File: src/rtl/gt_precomp_stage.sv
module gt_precomp_stage #(
  parameter int N  = 8,
  parameter int PW = 2
) (
  input  logic         clk,
  input  logic         rst,
  input  logic [N-1:0] a_in,
  input  logic [N-1:0] b_in,
  output logic         gt_out
);

  localparam int PLO = N - PW;

  logic [N-1:0] a_q, b_q;
  logic         hi_q, lo_q;
  logic         hi_c, lo_c, load, f_gt, nxt;

  // early verdicts on the incoming top field
  assign hi_c = a_in[N-1:PLO] > b_in[N-1:PLO];
  assign lo_c = a_in[N-1:PLO] < b_in[N-1:PLO];
  assign load = ~(hi_c | lo_c);

  // wide comparator; its value is unused whenever a verdict flop is set
  assign f_gt = a_q > b_q;
  assign nxt  = hi_q | (f_gt & ~lo_q);

  always_ff @(posedge clk) begin
    if (rst) begin
      a_q    <= '0;
      b_q    <= '0;
      hi_q   <= 1'b0;
      lo_q   <= 1'b0;
      gt_out <= 1'b0;
    end else begin
      if (load) begin
        a_q <= a_in;
        b_q <= b_in;
      end
      hi_q   <= hi_c;
      lo_q   <= lo_c;
      gt_out <= nxt;
    end
  end

  p_verdict_excl_r5: assert property (@(posedge clk) disable iff (rst)
    !(hi_q && lo_q));

  p_hi_sound_r5: assert property (@(posedge clk) disable iff (rst)
    hi_c |-> (a_in > b_in));

  p_lo_sound_r5: assert property (@(posedge clk) disable iff (rst)
    lo_c |-> !(a_in > b_in));

  p_hold_r6: assert property (@(posedge clk) disable iff (rst)
    (hi_c || lo_c) |=> ($stable(a_q) && $stable(b_q)));

  p_force_one_r2: assert property (@(posedge clk) disable iff (rst)
    hi_q |=> gt_out);

  p_force_zero_r3: assert property (@(posedge clk) disable iff (rst)
    lo_q |=> !gt_out);

  p_reset_clear_r7: assert property (@(posedge clk)
    rst |=> (!gt_out && !hi_q && !lo_q && a_q == '0 && b_q == '0));

endmodule

File: config.mk
export PLATFORM = sky130hd
export DESIGN_NAME = gt_precomp_stage
export DESIGN_NICKNAME = d
export VERILOG_FILES = /design/src/rtl/gt_precomp_stage.sv
export SDC_FILE = /design/constraint.sdc
export NUM_CORES = 1
export LEC_CHECK = 0
export ABC_CLOCK_PERIOD_IN_PS = 2900
export BUFFER_PORTS_ARGS = -buffer_cell sky130_fd_sc_hd__buf_2
export CORE_MARGIN = 3
export CORE_UTILIZATION = 40
export DETAILED_ROUTE_END_ITERATION = 6
export GPL_ROUTABILITY_DRIVEN = 0
export PLACE_DENSITY = 0.61
export SETUP_SLACK_MARGIN = 0.4
export SLEW_MARGIN = 10
export SYNTH_ARGS = -nofsm -noshare
export SYNTH_HDL_FRONTEND = slang
export SYNTH_SLANG_ARGS = --single-unit
export TNS_END_PERCENT = 10
File: constraint.sdc
create_clock -name clk -period 2.9 [get_ports clk]
set_input_delay 0.435 -clock clk [delete_from_list [all_inputs] [get_ports clk]]
set_output_delay 0.435 -clock clk [all_outputs]
set_load 0.005 [all_outputs]
---- Word-level counts from Yosys, hierarchy flattened ----
Index checks and enable logic that the tools add are counted.
Widths: inputs -> output; s select.
storage, ports and cells
  bits in registers ....................... 19
  input bits .............................. 18
  output and inout bits ................... 1
  word-level logic and storage cells ...... 12
cells by class
  $lt $le $gt $ge ......................... 3
  bitwise gates (word level) .............. 4
operators by type and width
  operator     count
  $gt 8x8->1   1
  $gt 2x2->1   1
  $lt 2x2->1   1
  $or 1x1->1   2
  $and 1x1->1  1
  $not 1->1    1

---- Depth between registers and ports, before layout ----
  depth in word-level cells ............... 3
  mapped depth ............................ 8
  gate-level depth less buffers ........... 6

---- Worst setup path after synthesis ----
Ideal clock, no wire load.
  path kind ............................... input to register
  start ................................... input b_in[7]
  end ..................................... register a_q[0]
  library setup time ...................... 0.128 ns
  data arrival time ....................... 1.384 ns
  required time ........................... 2.772 ns
  slack ................................... 1.388 ns
  stages .................................. 7
  path buffers ............................ 2
  cells stage by stage .................... inv_1 ha_1 o211a_1 buf_6 buf_12 mux2i_1 nor2_1
between the ends
  longest elaborated chain between the ends .. 2
  elaborated cells between the ends (all ways) .. 3
  classes of those cells .................. order compare (2); bitwise (1)
ends and longest elaborated chain
  element                                          line    RTL
  start: declaration                               8       input logic [N-1:0] b_in,
  $gt 2x2->1 / $lt 2x2->1 (equally long branches)  19, 20
  $or 1x1->1 (*)                                   21      assign load = ~(hi_c | lo_c);
  end signal: assignment                           36      a_q <= a_in;
  end: declaration                                 14      logic [N-1:0] a_q, b_q;
Every way passes the cells marked *; elsewhere a longest branch is shown, timed or not.
A chain may end at the register's enable or synchronous reset.

---- Final worst setup path ----
  start ................................... input b_in[7]
  end ..................................... register a_q[3]
Same word-level chain as after synthesis.

==> impl_metrics.tcl <==
set metrics [dict create \
    ctsResizeCount 0 \
    grt_overflow 0 \
    rows 16 \
    slew-limit-headroom_pct 48.3 \
    cellLeakagePower_nw 0.467 \
    synth_top_area_cell "dfxtp_1" \
    status "finished clean" \
    diodes 0 \
    crit_chain "buf_2 -> inv_1 -> ha_1 -> o211a_1 -> mux2i_1 -> nor2_1" \
    p_comb_share_pct 20.9 \
    setup_viol 0 \
    finish.instance_area_sq_mm 0.00103 \
    synthTopCellsByArea "dfxtp_1, mux2i_1, ha_1" \
    startpoint "b_in[7]" \
    synthesis.area_sq_um 917 \
    layout.nets 139 \
    fin_crit_ns 1.68 \
    ys_ff_latch 19 \
    layout_common_cells "dfxtp_1, buf_2, nor2_1, mux2i_1, inv_1" \
    cp_data_arrival_time_ns 1.87 \
    synthDistinctLibCells 17 \
    totalWireLength_microns 1490 \
    area_growth_pct 12.3 \
    drt-vias-per-instance 4.84 \
    io_buffers 18 \
    track_usage_pct 13.1 \
    routedWlPerCell_microns 10.9 \
    pwr-share-seq_pct 54.0 \
    first_iter_violations 7 \
    die_x_microns 53.9 \
    hold_path.class "in2reg" \
    r2r_slack_ns 1.52 \
    drive_gt1_share_pct 20.9 \
    placed_area_sq_mm 0.00100 \
    syn_area_per_cell_sq_um 9.97 \
    dr_total_vias 663 \
    report.power.total_mw 0.537 \
    crit_type "in2reg" \
    io_pins 19 \
    p_switching_mw 0.145 \
    initial_core_util_pct 44.5 \
    tns_ns 0 \
    numCtsBuffers 3 \
    clkLatencyLatePin_ns 0.30 \
    coreArea_sq_mm 0.00206 \
    yosysTopAreaCellShare_pct 41.5 \
    grt_pass1_vias 628 \
    cp_slowest_stage_delay_ns 0.67 \
    skew_ns 0.00301 \
    worstRegToRegCells 6 \
    cp_max_fo 16 \
    dp_slack_ns 0.862 \
    drc 0 \
    finalCritPeriodShare_pct 58.0 \
    hold_buffers 0 \
    fmax_ghz 0.595 \
    grt_max_degree 20 \
    hold_viol 0 \
    cts_root_buf "clkbuf_4" \
    path_clk_slew_ns 0.11 \
    ys_warn_count 0 \
    r2r_start "b_q[7]$_SDFFE_PP0N_" \
    max_cap_viol_count 0 \
    cts_setup_buffers 0 \
    sw_frac_of_total_pct 27.1 \
    tightest_slew_ns 0.776 \
    slew_violations 0 \
    start_kind "input port" \
    synthCells 92 \
    rsz0062_at_grt "false" \
    antenna_found_initial 0 \
    peakVddDrop_uv 300 \
    cts.htree.levels 1 \
    end_kind "flop" \
    first_pass_iters 4 \
    seq_area_frac_synth_pct 41.5 \
    grt_first_pass_wirelength_microns 2660 \
    intPower_mw 0.392 \
    place_hpwl_microns 1160 \
    crit_end "a_q[3]$_SDFFE_PP0N_" \
    power.density_mw_per_mm2 522 \
    die_area_sq_mm 0.00290 \
    ant_nets 0 \
    clockBufferDepth 2 \
    syn_nets 120 \
    rr_endpoint "gt_out$_SDFF_PP0_" \
    post-route-worst-setup-slack_ns 1.22 \
    cts_tree "yes" \
    cts_sinks 19 \
    cp_slowest_cell "o211a_1" \
    layout_commonest_cell "dfxtp_1" \
    die_y_microns 53.9 \
    power_frac_clock_pct 25.1 \
    crit_required_ns 3.09 \
]
sequential cells by signal, indices dropped and copies added (netlist names):
name    count
gt_out      1
b_q         8
a_q         8
hi_q        1
lo_q        1
worst min-delay path by stage:
stage                             start                   to  depth (start not counted)
floorplan           a_q[0]$_SDFFE_PP0N_  a_q[0]$_SDFFE_PP0N_                          2
global placement    a_q[0]$_SDFFE_PP0N_  a_q[0]$_SDFFE_PP0N_                          2
detailed placement  b_q[3]$_SDFFE_PP0N_  b_q[3]$_SDFFE_PP0N_                          2
CTS                             b_in[0]  b_q[0]$_SDFFE_PP0N_                          3
global route                    b_in[0]  b_q[0]$_SDFFE_PP0N_                          3
finish                          a_in[0]  a_q[0]$_SDFFE_PP0N_                          3
power by group through the flow:
stage | Clock, mW | Sequential [mW] | Combinational [mW]
CTS | 0.140 | 0.290 | 0.115
global placement | 0 | 0.296 | 0.112
global route | 0.153 | 0.293 | 0.133
floorplan | 0 | 0.294 | 0.0935
finish | 0.135 | 0.290 | 0.112
detailed placement | 0 | 0.296 | 0.115
synthesized netlist by cell type:
cell and count:
a211oi_1 2, a21o_1 2, a21oi_1 2, a311oi_1 1, buf_12 1, buf_6 1, clkbuf_1 2, dfxtp_1 19
ha_1 10, inv_1 11, mux2i_1 16, nand4_1 3, nor2_1 17, nor2b_1 2, o211a_1 1, o211ai_1 1
o21ba_2 1
final cells by class:
class | instances | area (sq um)
flip-flops and latches | 19 | 380
repair buffers | 18 | 90.1
clock buffers | 3 | 22.5
multi-input cells | 58 | 457
fillers | 215 | 1030
inverters | 11 | 41.3
well taps | 27 | 33.8
clock inverters | 1 | 5.00
critical path: cells and delay by family:
family,cells,cell delay [ns]
AND/OR/NAND/NOR,1,0.05
buffers and inverters,2,0.13
adder cells (fa/ha/maj),1,0.30
AO/OA/AOI/OAI,1,0.67
multiplexers,1,0.28
per-layer routing:
metal	vias to the layer above	global-route usage, %	part of all wire [%]
met5	-	0	0
met4	0	6.38	1.4
met3	4	4.99	5.1
met2	13	19.8	45
met1	299	16.2	48
li1	347	-	-
through the flow:
step,utilization (%),std cells,hold slack [ns]
3_3_place_gp,48.6,133,0.478
4_1_cts,49.9,137,0.363
5_1_grt,49.9,137,0.375
2_1_floorplan,-,92,0.460
3_5_place_dp,48.6,133,0.482
6_report,49.9,137,0.365
logic make-up (layout without fill, tap and decap cells):
kind of cell	count (synthesis)	in the layout	share of synthesized area, %
buf+inv	15	33	8.73
fa+ha+maj	10	10	13.6
mux	16	16	17.5
compound gates	10	10	8.32
simple gates	22	22	10.4
flops	19	19	41.5
No activity file was read; power rests on OpenSTA's default activity.
